$ cat src/rtl/supv_pkg.sv
// Package: shared type and helper for the supervisory reset block.
// Assumes: nothing beyond standard SystemVerilog.
package supv_pkg;
    // Timebase source encoding as seen on the select input.
    typedef enum logic {
        TB_EXTERNAL = 1'b0,
        TB_INTERNAL = 1'b1
    } tb_src_e;

    // Larger of two integers, used to size the shared hold counter.
    function automatic int max_int(input int a, input int b);
        return (a > b) ? a : b;
    endfunction
endpackage

$ cat src/rtl/supv_tick_sel.sv
// Module: supv_tick_sel
// Chooses which tick stream times the reset hold, and which hold length goes with it.
// Assumes: both tick inputs are single-cycle pulses synchronous to the block clock.
module supv_tick_sel
    import supv_pkg::*;
#(
    parameter int HOLD_INT = 50,
    parameter int HOLD_EXT = 20,
    parameter int CNT_W    = 6
) (
    input  logic             tb_sel,
    input  logic             tick_int,
    input  logic             tick_ext,
    output logic             tick,
    output logic [CNT_W-1:0] hold_len
);
    tb_src_e src;

    // Select the active tick source and its matching hold length.
    always_comb begin
        src = tb_src_e'(tb_sel);
        if (src == TB_INTERNAL) begin
            tick     = tick_int;
            hold_len = CNT_W'(HOLD_INT);
        end else begin
            tick     = tick_ext;
            hold_len = CNT_W'(HOLD_EXT);
        end
    end
endmodule

$ cat src/rtl/supv_hold_ctr.sv
// Module: supv_hold_ctr
// The one hold counter used both for supply-recovery release and for watchdog reset pulses.
// A low supply or a watchdog strobe (re)arms it. Selected ticks advance it. It clears the
// hold flag at the edge that samples the final tick.
// Assumes: hold_len >= 1; inputs are synchronous to clk.
module supv_hold_ctr #(
    parameter int CNT_W = 6
) (
    input  logic             clk,
    input  logic             rst_n,
    input  logic             supply_low,
    input  logic             wdog_expire,
    input  logic             tick,
    input  logic [CNT_W-1:0] hold_len,
    output logic             hold_active
);
    logic [CNT_W-1:0] tick_cnt;

    // Arm, count and release the reset hold.
    always_ff @(posedge clk) begin
        if (!rst_n) begin
            hold_active <= 1'b1;
            tick_cnt    <= '0;
        end else if (supply_low || wdog_expire) begin
            hold_active <= 1'b1;
            tick_cnt    <= '0;
        end else if (hold_active && tick) begin
            if (tick_cnt >= hold_len - CNT_W'(1)) begin
                hold_active <= 1'b0;
                tick_cnt    <= '0;
            end else begin
                tick_cnt <= tick_cnt + CNT_W'(1);
            end
        end
    end
endmodule

$ cat src/rtl/supv_out_gate.sv
// Module: supv_out_gate
// Combinational output stage: reset pair, low-line flag and chip-enable gating.
// The supply flag acts here with no register, so a low supply shows at once.
// Assumes: hold_active comes from the hold counter.
module supv_out_gate (
    input  logic supply_low,
    input  logic hold_active,
    input  logic ce_in_n,
    output logic reset_n_out,
    output logic reset_out,
    output logic lowline_n,
    output logic ce_out_n
);
    logic rst_req;

    // Form the reset request and drive all four outputs from it and the supply flag.
    always_comb begin
        rst_req     = supply_low | hold_active;
        reset_out   = rst_req;
        reset_n_out = ~rst_req;
        lowline_n   = ~supply_low;
        ce_out_n    = supply_low ? 1'b1 : ce_in_n;
    end
endmodule

$ cat src/rtl/supv_reset_gen.sv
// Module: supv_reset_gen (top)
// Supervisory reset pulse generator: low-supply reset with a programmable hold,
// watchdog-triggered pulses of the same width, low-line status and chip-enable gating.
// Assumes: rst_n is a synchronous active-low power-on reset; HOLD_INT and HOLD_EXT >= 1.
module supv_reset_gen
    import supv_pkg::*;
#(
    parameter int HOLD_INT = 50,
    parameter int HOLD_EXT = 20
) (
    input  logic clk,
    input  logic rst_n,
    input  logic supply_low,
    input  logic wdog_expire,
    input  logic tb_sel,
    input  logic tick_int,
    input  logic tick_ext,
    input  logic ce_in_n,
    output logic reset_n_out,
    output logic reset_out,
    output logic lowline_n,
    output logic ce_out_n
);
    localparam int HOLD_MAX = max_int(HOLD_INT, HOLD_EXT);
    localparam int CNT_W    = $clog2(HOLD_MAX + 1);

    logic             tick;
    logic [CNT_W-1:0] hold_len;
    logic             hold_active;

    supv_tick_sel #(
        .HOLD_INT (HOLD_INT),
        .HOLD_EXT (HOLD_EXT),
        .CNT_W    (CNT_W)
    ) u_tick_sel (
        .tb_sel   (tb_sel),
        .tick_int (tick_int),
        .tick_ext (tick_ext),
        .tick     (tick),
        .hold_len (hold_len)
    );

    supv_hold_ctr #(
        .CNT_W (CNT_W)
    ) u_hold_ctr (
        .clk         (clk),
        .rst_n       (rst_n),
        .supply_low  (supply_low),
        .wdog_expire (wdog_expire),
        .tick        (tick),
        .hold_len    (hold_len),
        .hold_active (hold_active)
    );

    supv_out_gate u_out_gate (
        .supply_low  (supply_low),
        .hold_active (hold_active),
        .ce_in_n     (ce_in_n),
        .reset_n_out (reset_n_out),
        .reset_out   (reset_out),
        .lowline_n   (lowline_n),
        .ce_out_n    (ce_out_n)
    );
endmodule

$ cat config.mk
export PLATFORM = sky130hd
export DESIGN_NAME = supv_reset_gen
export DESIGN_NICKNAME = d
export VERILOG_FILES = /design/src/rtl/supv_pkg.sv /design/src/rtl/supv_tick_sel.sv /design/src/rtl/supv_hold_ctr.sv /design/src/rtl/supv_out_gate.sv /design/src/rtl/supv_reset_gen.sv
export SDC_FILE = /design/constraint.sdc
export NUM_CORES = 1
export LEC_CHECK = 0
export CAP_MARGIN = 40
export CORE_AREA = 4 4 41 43
export DETAILED_ROUTE_END_ITERATION = 10
export DIE_AREA = 0 0 45 47
export SLEW_MARGIN = 5
export SYNTH_ARGS = -nofsm -noshare
export SYNTH_HDL_FRONTEND = slang
export SYNTH_SLANG_ARGS = --single-unit
$ cat constraint.sdc
create_clock -name clk -period 1.7 [get_ports clk]
set_clock_uncertainty 0.2 [all_clocks]
set_input_delay 0.255 -clock clk [delete_from_list [all_inputs] [get_ports clk]]
set_output_delay 0.255 -clock clk [all_outputs]
set_load 0.01 [all_outputs]
---- Word-level counts from Yosys, hierarchy flattened ----
Index checks and enable logic that the tools add are counted.
word-level totals
  flip-flop bits (word level) ............. 7
  bits in latches ......................... 0
  RAM bits ................................ 0
  bits in read-only memories .............. 0
  input bits .............................. 8
  output and inout bits ................... 4
  word-level logic and storage cells ...... 17
  memories kept ........................... 0
operators by class
  add/subtract/negate cells ............... 2
  multipliers ............................. 0
  div/mod/pow operators ................... 0
  $lt $le $gt $ge ......................... 1
  equality and inequality tests ........... 0
  shift operators ......................... 0
  muxes and demuxes ....................... 4
  bitwise logic cells ..................... 4
  reduce and logical (&&, ||, !) cells .... 4
operators with widths
  operator                                                             number
  6-bit 2-to-1 mux                                                     2
  6-bit by 1-bit adder with 6-bit output (second input constant)       1
  6-bit greater-or-equal comparator                                    1
  6-bit by 1-bit subtractor with 6-bit output (second input constant)  1
  1-bit NOT                                                            3
  1-bit 2-to-1 mux                                                     2
  2-bit AND reduction                                                  1
  2-bit OR reduction                                                   1
  1-bit logical AND                                                    1
  1-bit logical OR                                                     1
  1-bit OR                                                             1

---- Longest topological paths before layout ----
Gate-level depths: netlist of run 1.
  depth in word-level cells ............... 4
  mapped depth ............................ 6
  gate-level depth less buffers ........... 6

---- Hierarchy ----
A second synthesis of run 1 with hierarchy kept.
second synthesis, totals
  cell total of the unflattened synthesis .. 71
  area total of the unflattened synthesis .. 608.1 µm²
modules (own cells, without submodules)
  module         times used  cells each  area each (µm²)  sequential area each (µm²)
  supv_hold_ctr  1           58          524.3            140.1
  supv_tick_sel  1           9           63.8             0.0
  supv_out_gate  1           4           20.0             0.0

---- Least setup slack after synthesis of run 1 ----
Ideal clock, no wire load.
  path type ............................... register to register
  start ................................... reg u_hold_ctr.tick_cnt[5]
  end ..................................... reg u_hold_ctr.tick_cnt[1]
  setup time .............................. 0.066 ns
  arrival ................................. 1.323 ns
  required time ........................... 1.434 ns
  path slack .............................. 0.111 ns
  cell stages (with the launch flop) ...... 6
  path buffers ............................ 0
  period minus slack after synthesis ...... 1.589 ns
  path through ............................ dfxtp_1 ha_1 or4_4 a21oi_4 o31ai_4 a21oi_2
between the ends
  cells in the longest elaborated chain, start to end .. 2
RTL lines
  what                               RTL line             RTL
  start, declared                    supv_hold_ctr.sv:17  logic [CNT_W-1:0] tick_cnt;
  start signal, assigned             supv_hold_ctr.sv:32  tick_cnt <= tick_cnt + CNT_W'(1);
  6-bit greater-or-equal comparator  supv_hold_ctr.sv:28  if (tick_cnt >= hold_len - CNT_W'(1)) begin
  6-bit 2-to-1 mux                   supv_hold_ctr.sv:28
No other way between the ends.
A chain may end at the register's enable or synchronous reset.

---- Worst setup path after layout of run 1 ----
  start ................................... reg u_hold_ctr.tick_cnt[1]
  end ..................................... reg u_hold_ctr.tick_cnt[5]
between the ends
  cells in the longest elaborated chain, start to end .. 2
  elaborated cells on any way between the ends .. 3
  those cells by class .................... add/sub: 1; order compare: 1; mux: 1
RTL lines
  what                                                                                         RTL line
  6-bit by 1-bit adder with 6-bit output or 6-bit greater-or-equal comparator (tied branches)  supv_hold_ctr.sv:32, supv_hold_ctr.sv:28
  6-bit 2-to-1 mux *                                                                           supv_hold_ctr.sv:28
Mark *: on every way between the ends. The rest lies on a longest branch, timed or not.

==> results of run 1 <==
[cell families after synthesis]
group | synth area share [%]
and+or+nand+nor | 26.7
DFF | 32.8
AOI/OAI and AO/OA | 13.8
xor gates and xnor gates | 10.3
buffers and inverters | 2.64
adders and majority gates | 8.80
muxes | 4.99
[per-layer routing]
layer / track usage (%) / vias up / part of all wire [%]
met5: 0 / - / 0
met4: 3.51 / 0 / 0
met3: 6.13 / 0 / 8.7
met2: 16.4 / 12 / 53
met1: 10.4 / 167 / 38
li1: - / 199 / -
[per-stage QoR]
stage                     power [mW]  hold slack (ns)  std cells
after floorplan                0.193            0.154         45
after global placement         0.226            0.337         76
after detailed placement       0.227            0.330         76
after CTS                      0.374            0.293         80
after global routing           0.394            0.315         82
final                          0.373            0.289         82
[worst reg2reg max path, stage by stage, from the launching register on]
cell and delay [ns]:
dfxtp_2 0.34, ha_4 0.15, or4_4 0.48, a21oi_4 0.17
o31ai_4 0.12, nor2_1 0.13
[Yosys cell counts, types with 2 or more instances]
master | number | share of area (%)
dfxtp_1 | 7 | 33
inv_1 | 3 | 2.6
nor2_1 | 6 | 5.3
xor2_1 | 3 | 6.2
nand3_1 | 3 | 3.5
or2_2 | 2 | 2.9
ha_1 | 3 | 8.8
nand2_1 | 4 | 3.5
xnor2_1 | 2 | 4.1
[worst min-delay path by stage]
stage,startpoint,to,slack [ns],cells past startpoint
finish,supply_low,u_hold_ctr.hold_active,0.29,4
global route,supply_low,u_hold_ctr.hold_active,0.32,4
floorplan,wdog_expire,u_hold_ctr.hold_active,0.15,2
CTS,supply_low,u_hold_ctr.hold_active,0.29,4
detailed placement,u_hold_ctr.tick_cnt[5],u_hold_ctr.tick_cnt[5],0.33,2
global placement,u_hold_ctr.tick_cnt[5],u_hold_ctr.tick_cnt[5],0.34,2
[cell type report]
type	instances	area (um2)	area share (%)
sequential	7	143	22.1
timing repair buffer	18	156	24.2
tap	15	18.8	2.91
clock buffer	4	26.3	4.07
inverter	3	11.3	1.74
multi-input combinational	35	290	45.0
[cells in the final DEF, fill, tap and decap left out, types with 2 or more instances in the layout]
master / instances
clkdlybuf4s50_1: 6
dfxtp_1: 5
clkbuf_4: 3
dfxtp_2: 2
xor2_1: 3
buf_4: 6
or2_2: 2
nor2_1: 6
nand3_1: 3
inv_1: 3
dlygate4sd2_1: 4
xnor2_1: 2
nand2_1: 4
[sequential cells by signal (all words and copies together) (netlist names)]
register                flops
u_hold_ctr.tick_cnt         6
u_hold_ctr.hold_active      1
[power breakdown]
| part | switching, mW | internal, mW |
|---|---|---|
| Clock | 0.0591 | 0.0894 |
| Sequential | 0.00161 | 0.165 |
| Combinational | 0.0234 | 0.0337 |
[timing repair]
item,4_1_cts,5_1_grt
gates resized for setup,5,8
endpoints found under the setup margin,11,5
pin swaps,5,3
setup buffers,0,2
==> impl_metrics.csv, run 1 <==
group,metric,value,unit
worst_setup_path,crit_path_end_kind,"flop",
worst_setup_path,cpMaxStageDelayCell,"or4_4",
finish,antennaDiodeCount,0,
finish,nFillCells,131,
logic_synthesis,yosysWarnings,0,
worst_setup_path,reg2reg_from,"u_hold_ctr.tick_cnt[1]",
clock_network,cts_hold_buf,0,
worst_setup_path,crit_end,"u_hold_ctr.tick_cnt[5]",
worst_setup_path,crit_chain,"ha_4 -> or4_4 -> a21oi_4 -> o31ai_4 -> nor2_1",
detailed_routing,vias,378,
worst_setup_path,cp_data_arrival_time,1.64,ns
clock_network,clockRootBuffer,"clkbuf_4",
status,status,"completed",
global_routing,track_usage,9.92,%
logic_synthesis,synth_flop_cell,"dfxtp_1",
finish,layout-drive-gt1-share,35.8,%
detailed_routing,routed_wl,958,um
detailed_routing,first_iter_violations,1,
placed_design,gp_congestion,0.733,
clock_network,cts_tree,"done",
die,fp.dieH,47,um
worst_setup_path,cpLargestDelayFamily,"simple AND/OR/NAND/NOR gates",
worst_setup_path,crit_fanout,6,
die,boundaryPins,12,
detailed_routing,ant_nets,0,
worst_setup_path,reg2reg_setup_slack,0.03,ns
logic_synthesis,synth-async-reset-ratio,0,%
logic_synthesis,synth-edff-count,0,
die,die_w,45,um
placed_design,place_ws,-0.465,ns
clock_network,clockBufferDepth,2,
logic_synthesis,synth_area,427,um2
global_routing,grt_pass1_wl,1430,um
worst_setup_path,crit_required,1.68,ns
logic_synthesis,ys_ff_latch,7,
global_routing,first_global_vias,341,
logic_synthesis,yosysUniqueCellTypes,21,
global_routing,grt_max_degree,7,
logic_synthesis,syn_inst,45,
logic_synthesis,syn_area_per_cell,9.48,um2
finish,post-route-util,49.6,%
worst_setup_path,startpoint_type,"flop",
timing,worst_slack,0.0332,ns
clock_network,clock_latency,0.25,ns
hold_path,hp-class,"primary input to flop",
timing,fmax,600,MHz
timing,final-max-slew-violation-count,0,
die,rows,13,
pwr,power_density,577,nW/um2
placed_design,post_dp_cell_area,593,um2
worst_setup_path,r2r-end,"u_hold_ctr.tick_cnt[5]",
placed_design,dp_hpwl,752,um
detailed_routing,via_per_inst,4.61,
pwr,peakVddDrop,0.405,mV
timing,max-slew-margin-rel,76.2,%
job,max_cap_viol_count,0,
worst_setup_path,cp-startpoint,"u_hold_ctr.tick_cnt[1]",
finish,area_growth,51.3,%
logic_synthesis,ys_seq_area_share,32.8,%
global_routing,antenna_found_initial,0,
clock_network,cts_htree_levels,1,
timing,setup_viol,0,
worst_setup_path,slowest_delay,0.48,ns
detailed_routing,dr.pass1.iters,2,
timing,setup-tns-final,0,ns
timing,period_needed,1.67,ns
timing,hold_viol_final,0,
finish,stdcell_area,646,um2
clock_network,clock-sinks,7,
die,core,1300,um2
pwr,leakagePower,0.267,nW
die,initial_utilization,32.8,%
worst_setup_path,reg2reg_depth,5,
clock_network,numCtsBuffers,3,
worst_setup_path,path_class,"flop to flop",
timing,period_share,98.0,%
clock_network,cts.clk_slew.worst_paths,0.05,ns
timing,tightest_slew,0.358,ns
detailed_routing,post_drt_wl_per_cell,11.7,um
worst_setup_path,path_buf_inv,0,
global_routing,grt_overflow,0,
worst_setup_path,path_depth,5,
finish,final_nets,79,
placed_design,port_buffers,11,
logic_synthesis,syn_nets,56,
die,design.die.area,2120,um2
detailed_routing,drc_errors,0,
(Power assumes the default switching activity.)
==> run 2, diff against run 1 <==
==> constraint.sdc (replaced) <==
create_clock -name clk -period 1.94 [get_ports clk]
set_clock_uncertainty 0.2 [all_clocks]
set_input_delay 0.291 -clock clk [delete_from_list [all_inputs] [get_ports clk]]
set_output_delay 0.291 -clock clk [all_outputs]
set_load 0.01 [all_outputs]
==> run 2 against run 1 <==
  * Worst setup slack improved by 0.078 ns
  * Critical path type is now primary input to output pin
  * Register-to-register slack better by 0.28 ns
  * Critical endpoint is now reset_n_out
  * Clock power decreased by 7%
  * Critical path depth fell by 1
==> impl_metrics.csv, run 2 (synthesis results as in run 1) <==
group,metric,value,unit
die,initial_utilization,32.8,%
timing,period_needed,1.83,ns
clock_network,postCtsSetupBuffers,0,
worst_setup_path,path_buf_inv,3,
clock_network,cts_tree,"done",
detailed_routing,first_iter_violations,2,
global_routing,first_global_vias,350,
global_routing,grt_overflow,0,
worst_setup_path,crit_fanout,4,
detailed_routing,dr.pass1.iters,2,
clock_network,clockRootBuffer,"clkbuf_4",
status,status,"completed",
worst_setup_path,cpLargestDelayFamily,"buffers and inverters",
worst_setup_path,slowest_delay,0.45,ns
job,max_cap_viol_count,0,
worst_setup_path,crit_required,1.45,ns
worst_setup_path,path_depth,4,
die,die_w,45,um
worst_setup_path,reg2reg_setup_slack,0.31,ns
finish,largest_reg_flops,6,
timing,tightest_slew,0.371,ns
detailed_routing,post_drt_wl_per_cell,11.3,um
die,fp.dieH,47,um
pwr,peakVddDrop,0.291,mV
timing,whs,0.316,ns
placed_design,dp_hpwl,698,um
detailed_routing,via_per_inst,4.71,
worst_setup_path,path_class,"primary input to output pin",
hold_path,hp-class,"flop to flop",
timing,hold_viol_final,0,
pwr,power_density,551,nW/um2
detailed_routing,drc_errors,0,
finish,top_regs,"u_hold_ctr.tick_cnt x6, u_hold_ctr.hold_active x1",
finish,layout_common_cells,"7 x clkdlybuf4s50_1, 7 x dfxtp_1, 6 x nor2_1, 4 x nand2_1",
clock_network,cts.clk_slew.worst_paths,0.05,ns
finish,antennaDiodeCount,0,
timing,max-slew-margin-rel,75.3,%
die,core,1300,um2
clock_network,clockBufferDepth,2,
die,rows,13,
detailed_routing,routed_wl,883,um
finish,layout-drive-gt1-share,25.4,%
clock_network,clock-sinks,7,
timing,fmax,547,MHz
worst_setup_path,cpMaxStageDelayCell,"clkdlybuf4s50_1",
timing,final-max-slew-violation-count,0,
clock_network,numCtsBuffers,3,
die,design.die.area,2120,um2
finish,final_nets,75,
worst_setup_path,startpoint_type,"primary input",
placed_design,gp_congestion,0.741,
detailed_routing,vias,367,
detailed_routing,ant_nets,0,
worst_setup_path,crit_chain,"clkdlybuf4s50_1 -> or2_2 -> inv_1 -> dlygate4sd2_1",
finish,area_growth,41.9,%
hold_path,hold_depth,2,
global_routing,grt_pass1_wl,1480,um
worst_setup_path,crit_path_end_kind,"output pin",
global_routing,grt_max_degree,8,
timing,rsz0062_at_grt,"no",
worst_setup_path,cp_data_arrival_time,1.34,ns
global_routing,antenna_found_initial,0,
clock_network,clock_latency,0.26,ns
finish,post-route-util,46.5,%
finish,regMostFlops,"u_hold_ctr.tick_cnt",
pwr,leakagePower,0.254,nW
clock_network,cts_htree_levels,1,
placed_design,port_buffers,11,
timing,period_share,94.3,%
global_routing,track_usage,10.5,%
timing,setup_viol,0,
worst_setup_path,reg2reg_depth,5,
timing,setup-tns-final,0,ns
die,boundaryPins,12,
-- run 2: changes by cell type in the layout (fill, tap and decap cells not counted), sizes merged --
cell           before  now
dlygate4sd2         4    3
buf                 7    3
dlymetal6s2s        0    1
clkbuf              5    4
clkdlybuf4s50       6    7
-- run 2: report_power, final --
group,leakage [nW],internal (mW),switching [mW]
Clock,0.0150,0.0789,0.0602
Sequential,0.0565,0.145,0.00139
Combinational,0.183,0.0288,0.0196
-- run 2: path summary, 6_finish.rpt --
check | from | end
worst min register to register | u_hold_ctr.tick_cnt[1] | u_hold_ctr.tick_cnt[1]
worst min-delay path | u_hold_ctr.tick_cnt[1] | u_hold_ctr.tick_cnt[1]
worst max-delay path | supply_low | reset_n_out
worst max register to register | u_hold_ctr.tick_cnt[5] | u_hold_ctr.tick_cnt[1]
-- run 2: per-stage QoR --
| step | power [mW] | std cells | instance area (um2) | setup slack [ns] |
|---|---|---|---|---|
| global route | 0.352 | 78 | 606 | 0.0446 |
| global placement | 0.198 | 74 | 578 | -0.238 |
| CTS | 0.343 | 78 | 601 | 0.0219 |
| finish | 0.334 | 78 | 606 | 0.111 |
| detailed placement | 0.199 | 74 | 578 | -0.255 |
| floorplan | 0.169 | 45 | 427 | 0.328 |
-- run 2: timing repair --
| action | 4_1_cts | 5_1_grt |
|---|---|---|
| hold buffers | 0 | 0 |
| resized for setup | 3 | 2 |
| setup endpoints to repair | 3 | 6 |
| pin swaps | 0 | 6 |
-- run 2: worst reg2reg max path, stage by stage, from the launching register on --
cell	delay [ns]
dfxtp_1	0.32
ha_2	0.17
or4_4	0.49
a21oi_4	0.16
o31ai_4	0.11
a21oi_2	0.11
-- run 2: per-layer routing --
layer	global-route usage (%)	wire [um]	part of all wire [%]
met1	12.1	401	45
met5	0	0	0
met2	15.0	393	45
met3	3.45	59	6.7
met4	10.5	28	3.2
-- run 2: cell type report --
cell class                      instances  area, um2
Tap cell                               15       18.8
Multi-Input combinational cell         35        278
Inverter                                3       11.3
Timing Repair Buffer                   14        131
Sequential cell                         7        140
Fill cell                             138        696
Clock buffer                            4       26.3
==> run 3, diff against run 2 <==
--- a/config.mk
+++ b/config.mk
@@ -5,6 +5,7 @@
 export SDC_FILE = /design/constraint.sdc
 export NUM_CORES = 1
 export LEC_CHECK = 0
+export ABC_CLOCK_PERIOD_IN_PS = 1940
 export CAP_MARGIN = 40
 export CORE_AREA = 4 4 41 43
 export DETAILED_ROUTE_END_ITERATION = 10
@@ -13,3 +14,4 @@
 export SYNTH_ARGS = -nofsm -noshare
 export SYNTH_HDL_FRONTEND = slang
 export SYNTH_SLANG_ARGS = --single-unit
+export TNS_END_PERCENT = 100
==> results of run 3 <==
Same layout as run 2: the final DEF is identical, and so are final timing and power.
